`src/rtl/gpio_bank_pkg.sv`:
```
package gpio_bank_pkg;

  localparam int BANK_IDX_W = 2;

  localparam int STATE_BASE = 'h10;
  localparam int DIR_BASE   = 'h60;
  localparam int TYPE_BASE  = 'h64;
  localparam int PULL_BASE  = 'h68;
  localparam int SET_BASE   = 'h6C;
  localparam int CLR_BASE   = 'h70;

  typedef enum logic [2:0] {
    K_NONE, K_STATE, K_DIR, K_TYPE, K_PULL, K_SET, K_CLR
  } reg_kind_e;

  typedef struct packed {
    reg_kind_e             kind;
    logic [BANK_IDX_W-1:0] bank;
  } reg_sel_t;

  typedef struct packed {
    logic oe;
    logic out;
    logic od;
    logic pull_en;
    logic pull_up;
    logic ie;
  } pad_ctl_t;

  // Direction bank 2 skips one address (0x62 stays unmapped).
  function automatic int dir_addr(input int b);
    return DIR_BASE + b + ((b >= 2) ? 1 : 0);
  endfunction

  function automatic reg_sel_t decode_addr(input logic [7:0] a, input int nb);
    reg_sel_t s;
    int       ai;
    s.kind = K_NONE;
    s.bank = '0;
    ai     = int'(a);
    for (int b = 0; b < nb; b++) begin
      if (ai == STATE_BASE + b)     begin s.kind = K_STATE; s.bank = BANK_IDX_W'(b); end
      if (ai == dir_addr(b))        begin s.kind = K_DIR;   s.bank = BANK_IDX_W'(b); end
      if (ai == TYPE_BASE + b)      begin s.kind = K_TYPE;  s.bank = BANK_IDX_W'(b); end
      if (ai == PULL_BASE + b)      begin s.kind = K_PULL;  s.bank = BANK_IDX_W'(b); end
      if (ai == SET_BASE + b)       begin s.kind = K_SET;   s.bank = BANK_IDX_W'(b); end
      if (ai == CLR_BASE + b)       begin s.kind = K_CLR;   s.bank = BANK_IDX_W'(b); end
    end
    return s;
  endfunction

  // Per-pin pad control: the meaning of type/pull depends on direction.
  function automatic pad_ctl_t pad_decode(input logic en, input logic dir,
                                          input logic typ, input logic pull,
                                          input logic lat);
    pad_ctl_t c;
    c = '0;
    if (en) begin
      if (dir) begin
        c.ie = 1'b1;
        if (!typ) begin
          c.oe  = 1'b1;
          c.out = lat;
        end else begin
          c.od      = 1'b1;
          c.oe      = ~lat;
          c.pull_en = pull;
          c.pull_up = pull;
        end
      end else begin
        if (typ) begin
          c.pull_en = 1'b1;
          c.pull_up = pull;
          c.ie      = 1'b1;
        end else begin
          c.ie = pull;
        end
      end
    end
    return c;
  endfunction

endpackage

```
`src/rtl/gpio_in_sync.sv`:
```
module gpio_in_sync #(
  parameter int WIDTH  = 24,
  parameter int STAGES = 2
) (
  input  logic             clk,
  input  logic             rst_n,
  input  logic [WIDTH-1:0] raw_in,
  output logic [WIDTH-1:0] sync_out
);

  logic [STAGES-1:0][WIDTH-1:0] stage_q;

  for (genvar s = 0; s < STAGES; s++) begin : g_stage
    always_ff @(posedge clk or negedge rst_n) begin
      if (!rst_n)      stage_q[s] <= '0;
      else if (s == 0) stage_q[s] <= raw_in;
      else             stage_q[s] <= stage_q[(s == 0) ? 0 : s-1];
    end
  end

  assign sync_out = stage_q[STAGES-1];

endmodule

```
`src/rtl/gpio_cfg_bank.sv`:
```
module gpio_cfg_bank #(
  parameter int BANK_W = 8
) (
  input  logic              clk,
  input  logic              rst_n,
  input  logic [BANK_W-1:0] pin_en,
  input  logic [BANK_W-1:0] wdata,
  input  logic              wr_dir,
  input  logic              wr_type,
  input  logic              wr_pull,
  input  logic              wr_set,
  input  logic              wr_clr,
  output logic [BANK_W-1:0] dir_q,
  output logic [BANK_W-1:0] type_q,
  output logic [BANK_W-1:0] pull_q,
  output logic [BANK_W-1:0] lat_q
);

  function automatic logic [BANK_W-1:0] merge_bits(input logic [BANK_W-1:0] old_v,
                                                   input logic [BANK_W-1:0] new_v,
                                                   input logic [BANK_W-1:0] msk);
    return (old_v & ~msk) | (new_v & msk);
  endfunction

  logic [BANK_W-1:0] hit_ones;
  assign hit_ones = wdata & pin_en;

  always_ff @(posedge clk or negedge rst_n) begin
    if (!rst_n) begin
      dir_q  <= '0;
      type_q <= '0;
      pull_q <= '0;
      lat_q  <= '0;
    end else begin
      if (wr_dir)  dir_q  <= merge_bits(dir_q,  wdata, pin_en);
      if (wr_type) type_q <= merge_bits(type_q, wdata, pin_en);
      if (wr_pull) pull_q <= merge_bits(pull_q, wdata, pin_en);
      if (wr_set)      lat_q <= lat_q | hit_ones;
      else if (wr_clr) lat_q <= lat_q & ~hit_ones;
    end
  end

  assert_set_only_raises_R3: assert property (@(posedge clk) disable iff (!rst_n)
    wr_set |=> ((lat_q & $past(lat_q)) == $past(lat_q)));

  assert_clr_only_lowers_R4: assert property (@(posedge clk) disable iff (!rst_n)
    wr_clr |=> ((lat_q & ~$past(lat_q)) == '0));

  assert_locked_bits_hold_R8: assert property (@(posedge clk) disable iff (!rst_n)
    (pin_en != '1) |=> ((((dir_q ^ $past(dir_q)) | (type_q ^ $past(type_q)) |
                          (pull_q ^ $past(pull_q)) | (lat_q ^ $past(lat_q)))
                         & ~$past(pin_en)) == '0));

endmodule

```
`src/rtl/gpio_pad_ctrl.sv`:
```
module gpio_pad_ctrl
  import gpio_bank_pkg::*;
#(
  parameter int NPINS = 24
) (
  input  logic             clk,
  input  logic             rst_n,
  input  logic [NPINS-1:0] pin_en,
  input  logic [NPINS-1:0] dir_v,
  input  logic [NPINS-1:0] type_v,
  input  logic [NPINS-1:0] pull_v,
  input  logic [NPINS-1:0] lat_v,
  output logic [NPINS-1:0] oe,
  output logic [NPINS-1:0] out,
  output logic [NPINS-1:0] od,
  output logic [NPINS-1:0] pull_en,
  output logic [NPINS-1:0] pull_up,
  output logic [NPINS-1:0] ie
);

  for (genvar i = 0; i < NPINS; i++) begin : g_pin
    pad_ctl_t ctl;
    assign ctl        = pad_decode(pin_en[i], dir_v[i], type_v[i], pull_v[i], lat_v[i]);
    assign oe[i]      = ctl.oe;
    assign out[i]     = ctl.out;
    assign od[i]      = ctl.od;
    assign pull_en[i] = ctl.pull_en;
    assign pull_up[i] = ctl.pull_up;
    assign ie[i]      = ctl.ie;

    assert_od_never_high_R6: assert property (@(posedge clk) disable iff (!rst_n)
      od[i] |-> (!out[i] && (oe[i] == !lat_v[i])));

    assert_input_never_drives_R7: assert property (@(posedge clk) disable iff (!rst_n)
      !dir_v[i] |-> (!oe[i] && !od[i]));

    assert_disabled_idle_R8: assert property (@(posedge clk) disable iff (!rst_n)
      !pin_en[i] |-> !(oe[i] || out[i] || od[i] || pull_en[i] || pull_up[i] || ie[i]));
  end

endmodule

```
`src/rtl/gpio_port_regbank.sv`:
```
module gpio_port_regbank
  import gpio_bank_pkg::*;
#(
  parameter int NUM_BANKS   = 3,
  parameter int BANK_W      = 8,
  parameter int SYNC_STAGES = 2,
  parameter int ALT_BASE    = 16,
  parameter int ALT_GRP     = 4,
  localparam int NPINS      = NUM_BANKS * BANK_W
) (
  input  logic             clk,
  input  logic             rst_n,
  input  logic [7:0]       bus_addr,
  input  logic             bus_wr,
  input  logic [7:0]       bus_wdata,
  output logic [7:0]       bus_rdata,
  input  logic             alt_lo_en,
  input  logic             alt_hi_en,
  input  logic [NPINS-1:0] pad_in,
  output logic [NPINS-1:0] pad_oe,
  output logic [NPINS-1:0] pad_out,
  output logic [NPINS-1:0] pad_od,
  output logic [NPINS-1:0] pad_pull_en,
  output logic [NPINS-1:0] pad_pull_up,
  output logic [NPINS-1:0] pad_ie
);

  reg_sel_t sel;
  assign sel = decode_addr(bus_addr, NUM_BANKS);

  logic wr_unmapped, wr_state;
  assign wr_unmapped = bus_wr && (sel.kind == K_NONE);
  assign wr_state    = bus_wr && (sel.kind == K_STATE);

  logic [NPINS-1:0] pin_en;
  for (genvar i = 0; i < NPINS; i++) begin : g_en
    if (i < ALT_BASE)                assign pin_en[i] = 1'b1;
    else if (i < ALT_BASE + ALT_GRP) assign pin_en[i] = alt_lo_en;
    else                             assign pin_en[i] = alt_hi_en;
  end

  logic [NUM_BANKS-1:0][BANK_W-1:0] en_b, dir_b, type_b, pull_b, lat_b, vis_b;
  logic [NPINS-1:0] sync_q;

  assign en_b = pin_en;

  for (genvar b = 0; b < NUM_BANKS; b++) begin : g_bank
    logic hit;
    assign hit = bus_wr && (sel.bank == BANK_IDX_W'(b));
    gpio_cfg_bank #(.BANK_W(BANK_W)) cfg_i (
      .clk     (clk),
      .rst_n   (rst_n),
      .pin_en  (en_b[b]),
      .wdata   (bus_wdata),
      .wr_dir  (hit && sel.kind == K_DIR),
      .wr_type (hit && sel.kind == K_TYPE),
      .wr_pull (hit && sel.kind == K_PULL),
      .wr_set  (hit && sel.kind == K_SET),
      .wr_clr  (hit && sel.kind == K_CLR),
      .dir_q   (dir_b[b]),
      .type_q  (type_b[b]),
      .pull_q  (pull_b[b]),
      .lat_q   (lat_b[b])
    );
  end

  gpio_in_sync #(.WIDTH(NPINS), .STAGES(SYNC_STAGES)) sync_i (
    .clk      (clk),
    .rst_n    (rst_n),
    .raw_in   (pad_in),
    .sync_out (sync_q)
  );

  gpio_pad_ctrl #(.NPINS(NPINS)) pad_i (
    .clk     (clk),
    .rst_n   (rst_n),
    .pin_en  (pin_en),
    .dir_v   (dir_b),
    .type_v  (type_b),
    .pull_v  (pull_b),
    .lat_v   (lat_b),
    .oe      (pad_oe),
    .out     (pad_out),
    .od      (pad_od),
    .pull_en (pad_pull_en),
    .pull_up (pad_pull_up),
    .ie      (pad_ie)
  );

  // State is only visible where the input buffer is on (covers disabled pins too).
  assign vis_b = sync_q & pad_ie;

  always_comb begin
    unique case (sel.kind)
      K_STATE:      bus_rdata = vis_b[sel.bank];
      K_DIR:        bus_rdata = dir_b[sel.bank]  & en_b[sel.bank];
      K_TYPE:       bus_rdata = type_b[sel.bank] & en_b[sel.bank];
      K_PULL:       bus_rdata = pull_b[sel.bank] & en_b[sel.bank];
      K_SET, K_CLR: bus_rdata = lat_b[sel.bank]  & en_b[sel.bank];
      default:      bus_rdata = 8'h00;
    endcase
  end

  assert_unmapped_write_quiet_R10: assert property (@(posedge clk) disable iff (!rst_n)
    wr_unmapped |=> ($stable(dir_b) && $stable(type_b) && $stable(pull_b) && $stable(lat_b)));

  assert_state_write_quiet_R2: assert property (@(posedge clk) disable iff (!rst_n)
    wr_state |=> ($stable(dir_b) && $stable(type_b) && $stable(pull_b) && $stable(lat_b)));

endmodule

```
`config.mk`:
```
export PLATFORM = sky130hd
export DESIGN_NAME = gpio_port_regbank
export DESIGN_NICKNAME = d
export VERILOG_FILES = /design/src/rtl/gpio_bank_pkg.sv /design/src/rtl/gpio_in_sync.sv /design/src/rtl/gpio_cfg_bank.sv /design/src/rtl/gpio_pad_ctrl.sv /design/src/rtl/gpio_port_regbank.sv
export SDC_FILE = /design/constraint.sdc
export NUM_CORES = 1
export LEC_CHECK = 0
export BUFFER_PORTS_ARGS = -buffer_cell sky130_fd_sc_hd__buf_2
export CAP_MARGIN = 20
export CORE_MARGIN = 2
export CORE_UTILIZATION = 40
export CTS_CLUSTER_DIAMETER = 150
export DETAILED_ROUTE_END_ITERATION = 8
export GPL_ROUTABILITY_DRIVEN = 0
export PLACE_DENSITY = 0.74
export SLEW_MARGIN = 0
export SYNTH_ARGS = -nofsm -noshare
export SYNTH_HDL_FRONTEND = slang
export SYNTH_SLANG_ARGS = --single-unit
```
`constraint.sdc`:
```
create_clock -name clk -period 4.8 [get_ports clk]
set_clock_uncertainty 0.05 [all_clocks]
set_input_delay 0.72 -clock clk [delete_from_list [all_inputs] [get_ports clk]]
set_output_delay 0.72 -clock clk [all_outputs]
set_load 0.01 [all_outputs]
```
# Word level (Yosys, flattened, before mapping)
# Index checks and enable logic that the tools add are counted.
[word_totals]
regBits = 144
inputBits = 45
output_inout_bits = 152
word_cells = 322
[classes]
order_cmp = 1
n_eq_ne = 26
mux = 213
bitwise_logic = 45
reduce_logical = 23
[ops]
columns = ["operator", "count"]
rows = [
  ["two-way mux 3 bit", 73],
  ["equality test 8 bit (second input constant)", 15],
  ["binary-select mux 8 bit (select 2 bit)", 6],
  ["two-way mux 8 bit", 12],
  ["AND 8 bit", 11],
  ["two-way mux 5 bit", 17],
  ["two-way mux 1 bit", 72],
  ["two-way mux 2 bit", 24],
  ["two-way mux 6 bit", 8],
  ["bitwise OR 8 bit", 6],
  ["one-hot mux 8 bit (5 select lines)", 1],
  ["AND 24 bit", 1],
  ["equality test 8 x 6 -> 1 bit (second input constant)", 3],
  ["NOT 1 bit", 24],
  ["NOT 8 bit", 3],
  ["logical AND 1 bit", 18],
  ["equality test 3 bit (second input constant)", 3],
  ["equality test 3 x 2 -> 1 bit (second input constant)", 2],
  ["nonzero test 2 bit", 3],
  ["equality test 3 x 1 -> 1 bit (second input constant)", 1],
  ["< comparator 2 x 3 -> 1 bit (second input constant)", 1],
  ["equality test 2 x 1 -> 1 bit (second input constant)", 1],
  ["equality test 2 bit (second input constant)", 1],
  ["logical NOT 2 bit", 1],
  ["OR reduction 2 bit", 1],
]

# Depth between registers and ports, before layout
[logic_depth]
depth_word = 24
mapped_depth = 11
mapped_depth_nobuf = 7

# Cells and area by module
# From an unflattened synthesis, not the netlist that was laid out.
[hier_totals]
hier_cells = 816
hier_area_um2 = 8186.6
[by_module_without_submodules]
columns = ["mod", "instances", "cells_each", "area_per_inst_um2", "seq_area_each_um2"]
rows = [
  ["gpio_cfg_bank", 3, 101, 1313.8, 800.8],
  ["gpio_port_regbank", 1, 225, 1512.7, 0.0],
  ["gpio_in_sync", 1, 72, 1381.3, 1201.2],
  ["gpio_pad_ctrl", 1, 216, 1351.3, 0.0],
]

# Worst setup path before layout
# No wires, ideal clock.
[synth_timing]
path_type = "in2out"
startpoint = "input bus_addr[3]"
endpoint = "output bus_rdata[4]"
arrival_ns = 2.879
t_required_ns = 4.030
setup_slack_ns = 1.151
stages = 9
n_path_buf = 2
cell_sequence = "buf_6 -> or3b_1 -> buf_6 -> a2bb2oi_4 -> a2111o_4 -> nor2_8 -> a21oi_2 -> or4b_1 -> o21ai_0"
[synth_between]
elab_chain_cells = 22
elab_cells_between_ends = 60
cone_classes = "eq/ne (24); mux (31); bitwise (4); reduce/logical (1)"
[synth_lines]
columns = ["item", "line_no", "text"]
rows = [
  ["start: declaration", "gpio_port_regbank.sv:13", "input logic [7:0] bus_addr,"],
  ["equality test 8 bit or equality test 8 x 6 -> 1 bit (tied branches)", "gpio_bank_pkg.sv:43, gpio_bank_pkg.sv:42", ""],
  ["two-way mux 5 bit or two-way mux 3 bit (tied branches)", "gpio_bank_pkg.sv:43, gpio_bank_pkg.sv:42", ""],
  ["two-way mux 5 bit (on tied branches)", "gpio_bank_pkg.sv:44, gpio_bank_pkg.sv:43", ""],
  ["two-way mux 5 bit (on tied branches)", "gpio_bank_pkg.sv:45, gpio_bank_pkg.sv:44", ""],
  ["two-way mux 5 bit (on tied branches)", "gpio_bank_pkg.sv:46, gpio_bank_pkg.sv:45", ""],
  ["two-way mux 5 bit (on tied branches)", "gpio_bank_pkg.sv:47, gpio_bank_pkg.sv:46", ""],
  ["two-way mux 5 bit (on tied branches)", "gpio_bank_pkg.sv:42, gpio_bank_pkg.sv:47", ""],
  ["two-way mux 5 bit (on tied branches)", "gpio_bank_pkg.sv:43, gpio_bank_pkg.sv:42", ""],
  ["[... 6 more ...]", "n/a", ""],
  ["two-way mux 5 bit (on tied branches)", "gpio_bank_pkg.sv:44, gpio_bank_pkg.sv:43", ""],
  ["two-way mux 5 bit (on tied branches)", "gpio_bank_pkg.sv:45, gpio_bank_pkg.sv:44", ""],
  ["two-way mux 5 bit (on tied branches)", "gpio_bank_pkg.sv:46, gpio_bank_pkg.sv:45", ""],
  ["two-way mux 5 bit (*)", "gpio_bank_pkg.sv:47", "if (ai == CLR_BASE + b) begin s.kind = K_CLR; s.bank = BANK_IDX_W'(b); end"],
  ["binary-select mux 8 bit (select 2 bit) (tied with other cells)", "gpio_port_regbank.sv:99", "K_SET, K_CLR: bus_rdata = lat_b[sel.bank] & en_b[sel.bank];"],
  ["two-way mux 8 bit (implied by the code) (tied with other cells)", "gpio_port_regbank.sv:99", ""],
  ["AND 8 bit (tied with other cells)", "gpio_port_regbank.sv:99", ""],
  ["one-hot mux 8 bit (5 select lines) (*)", "gpio_port_regbank.sv:94", "unique case (sel.kind)"],
  ["end: declaration", "gpio_port_regbank.sv:16", "output logic [7:0] bus_rdata,"],
]
# Mark *: on every way between the ends. The rest lies on a longest branch, timed or not. The select of a mux whose other input is x is not followed.

# Final worst setup path
[layout_timing]
startpoint = "input bus_addr[7]"
endpoint = "output bus_rdata[0]"
# Same word-level chain as after synthesis.

==> flow_metrics.py <==
metrics = {
    "die": {
        "placementRows": 50,
        "ios": 197,
        "coreArea_sq_mm": 0.01889,
        "fp.dieH_um": 143.2,
        "fp.dieW_um": 143.2,
        "initial_core_util_pct": 41.04,
        "die_area_sq_mm": 0.02051,
    },
    "global_route": {
        "grt.overflow.total": 0,
        "grt_usage_pct": 23.48,
        "grt_max_degree": 65,
        "grt_pass1_wl_um": 36300,
        "antenna_found_initial": 2,
        "grt_pass1_vias": 6239,
    },
    "sta": {
        "min_period_ns": 4.513,
        "report.final.slew_viol_count": 0,
        "hold_viol": 0,
        "setup_tns_ns": 0,
        "worstMarginPinSlew_ns": 0.8193,
        "min_period_over_period_pct": 94.02,
        "rsz0062_at_grt": "no",
        "fmax_ghz": 0.2216,
        "fin_ws_ns": 0.2872,
        "finalSetupViolations": 0,
        "max_slew_margin_pct": 45.38,
    },
    "pwr": {
        "combPwrFrac_pct": 12.1,
        "p_leak_nw": 4.632,
        "power.density_mw_per_mm2": 331.1,
        "seqPwrFrac_pct": 42.8,
        "internal-power_w": 0.002345,
        "irDropWorstVdd_mv": 0.2585,
        "switchingPower_w": 0.0008210,
        "p_clk_share_pct": 45.1,
        "switching_share_pct": 25.94,
    },
    "synth": {
        "synth_area_leaders": "dfrtp_1, mux2_2, a21oi_1",
        "synth_nets": 783,
        "synth_flop_cell": "dfrtp_1",
        "synth-seq-cells": 144,
        "synth_top_area_cell": "dfrtp_1",
        "ys_warn_count": 0,
        "synth_edf_count": 0,
        "postSynthAreaPerCell_sq_um": 10.51,
        "synth_top_area_share_pct": 46.47,
        "ys_seq_area_share_pct": 46.47,
        "netlist_area_sq_mm": 0.007754,
        "synthDistinctLibCells": 60,
        "synth_cells": 738,
        "ys_async_sr_fraction_pct": 100.0,
    },
    "clocking": {
        "cts.path.max_buffers": 2,
        "cts_sinks": 144,
        "numCtsBuffers": 17,
        "clk_pin_slew_ns": 0.06,
        "post_cts_buffers": 0,
        "cts_tree": "built",
        "cts_hold_buf": 0,
        "clk_latency_ns": 0.43,
        "cts-root-buf": "clkbuf_16",
        "cts_resized": 0,
        "h-tree-depth": 4,
    },
    "routing": {
        "drc": 0,
        "dr.pass1.iters": 5,
        "wl_per_cell_um": 20.62,
        "detail-route-antenna-nets": 0,
        "viasPerCell": 5.761,
        "vias": 6855,
        "drtIter0Drc": 768,
        "drt-total-wl_um": 24540,
    },
    "hold_path": {
        "hold_class": "primary input to async pin",
    },
    "setup_path": {
        "cp-start-kind": "primary input",
        "endpoint": "bus_rdata[0]",
        "r2r_cells": 1,
        "slowest_stage": "a32oi_2",
        "cp.arrival_ns": 3.74,
        "cp-end-kind": "output port",
        "r2r-start": "g_bank[1].cfg_i.type_q[5]$_DFFE_PN0P_",
        "crit_top_cell": "buf_2",
        "crit_type": "primary input to output port",
        "crit_chain": "buf_2 > nand3b_4 > or3_1 > a32oi_2 > o21ai_1 > a2111oi_0 > nor4_1 > o32ai_1 > buf_2",
        "cp_max_fo": 14,
        "cp.required_ns": 4.03,
        "slowest_delay_ns": 0.70,
        "critical_path.startpoint": "bus_addr[7]",
        "reg2reg_to": "g_bank[1].cfg_i.type_q[5]$_DFFE_PN0P_",
        "r2r_slack_ns": 3.85,
    },
    "layout": {
        "area_growth_syn_to_layout_pct": 23.32,
        "fin_nets": 961,
        "drive_gt1_share_pct": 38.21,
    },
    "flow_run": {
        "drv_cap": 0,
    },
    "place": {
        "port_buffers": 196,
        "pre_cts_slack_ns": 0.4512,
        "dp_hpwl_um": 17880,
    },
    "status": {
        "status": "finished clean",
    },
}
==> power groups by stage <==
stage          clock network, W  logic (W)  registers, W
2_1_floorplan                 0   0.000230       0.00134
3_3_place_gp                  0   0.000371       0.00137
3_5_place_dp                  0   0.000378       0.00137
4_1_cts                 0.00144   0.000380       0.00135
5_1_grt                 0.00149   0.000415       0.00136
6_report                0.00143   0.000383       0.00135
==> placed cells by master (no fill, tap or decap), types with 7 or more instances in the layout <==
master,instances
buf_2,195
dfrtp_1,144
mux2_2,88
a21oi_1,61
o21ai_0,37
and2_1,35
inv_1,32
a21boi_0,32
nor2_1,27
nand2_1,25
a32oi_1,25
or3_1,24
nand3_1,23
clkbuf_16,17
nand4_1,16
and3_1,12
and3b_1,12
buf_4,11
nor3b_1,9
o31a_1,8
a211oi_1,8
nor4_1,8
a2111oi_0,7
==> critical path: cells and delay by family <==
kind | cells | cell delay, ns
compound gates | 4 | 1.91
buf+inv | 2 | 0.38
simple gates | 3 | 0.73
==> cells by family (layout without fill, tap and decap cells) <==
group | Yosys count | in the layout | share of synthesized area [%]
compound gates | 200 | 200 | 17.70
xor+xnor | 2 | 2 | 0.2260
buf+inv | 82 | 273 | 4.809
flops | 144 | 144 | 46.47
mux | 89 | 89 | 12.96
other cells | 0 | 1 | 0
simple gates | 221 | 221 | 17.83
==> final cells by class <==
type | instances | area, sq um
antenna | 1 | 2.502
clock buffer | 17 | 425.4
clock inverter | 15 | 217.7
fill | 1709 | 9331
inverter | 33 | 123.9
multi-input combinational | 512 | 3782
sequential | 144 | 3603
tap | 260 | 325.3
timing repair buffer | 208 | 1081
==> per-stage QoR <==
step / std cells / cell area [sq um] / util, % / hold slack, ns / total power, W
CTS: 1188 / 9548 / 50.54 / 0.2469 / 0.003175
floorplan: 738 / 7754 / - / 0.2812 / 0.001565
finish: 1190 / 9562 / 50.61 / 0.2295 / 0.003166
global route: 1189 / 9559 / 50.60 / 0.2728 / 0.003272
detailed placement: 1156 / 8905 / 47.13 / 0.2847 / 0.001750
global placement: 1156 / 8905 / 47.13 / 0.2817 / 0.001742
==> per-layer routing <==
| metal | share of wire [%] | track usage, % |
|---|---|---|
| met1 | 43 | 34.14 |
| met2 | 46 | 34.73 |
| met3 | 7.8 | 3.991 |
| met4 | 3.0 | 9.649 |
| met5 | 0.053 | 0 |
==> cells in the mapped netlist, types with 2 or more instances <==
master     number
o21ai_1         4
clkbuf_1       25
o22ai_1         2
and3b_1        12
nor3_1          2
nor2_2          6
nor3b_1        10
xnor2_1         2
buf_6           4
o32ai_1         6
nand3_1        23
nand4_1        16
nand3_2         3
or3b_1          2
a32oi_1        25
a21boi_0       32
nor4_1          8
o21ai_0        37
a21oi_2         2
and3_1         12
nand2_1        25
a21oi_1        61
buf_1           2
o31a_1          8
nor2_1         27
a2111oi_0       7
dfrtp_1       144
buf_4           5
or4b_1          2
inv_1          32
a211oi_1        8
and2_1         35
or3_1          24
buf_2          12
mux2_2         88
==> worst min-delay path by stage <==
stage | startpoint | depth (start not counted) | end
floorplan | sync_i.stage_q[0]$_DFF_PN0_ | 0 | sync_i.sync_out[0]$_DFF_PN0_
global placement | sync_i.stage_q[3]$_DFF_PN0_ | 0 | sync_i.sync_out[3]$_DFF_PN0_
detailed placement | sync_i.stage_q[15]$_DFF_PN0_ | 0 | sync_i.sync_out[15]$_DFF_PN0_
CTS | rst_n | 1 | g_bank[0].cfg_i.pull_q[3]$_DFFE_PN0P_
global route | rst_n | 1 | g_bank[0].cfg_i.pull_q[3]$_DFFE_PN0P_
finish | rst_n | 1 | sync_i.sync_out[3]$_DFF_PN0_
No activity file was read; power rests on OpenSTA's default activity.
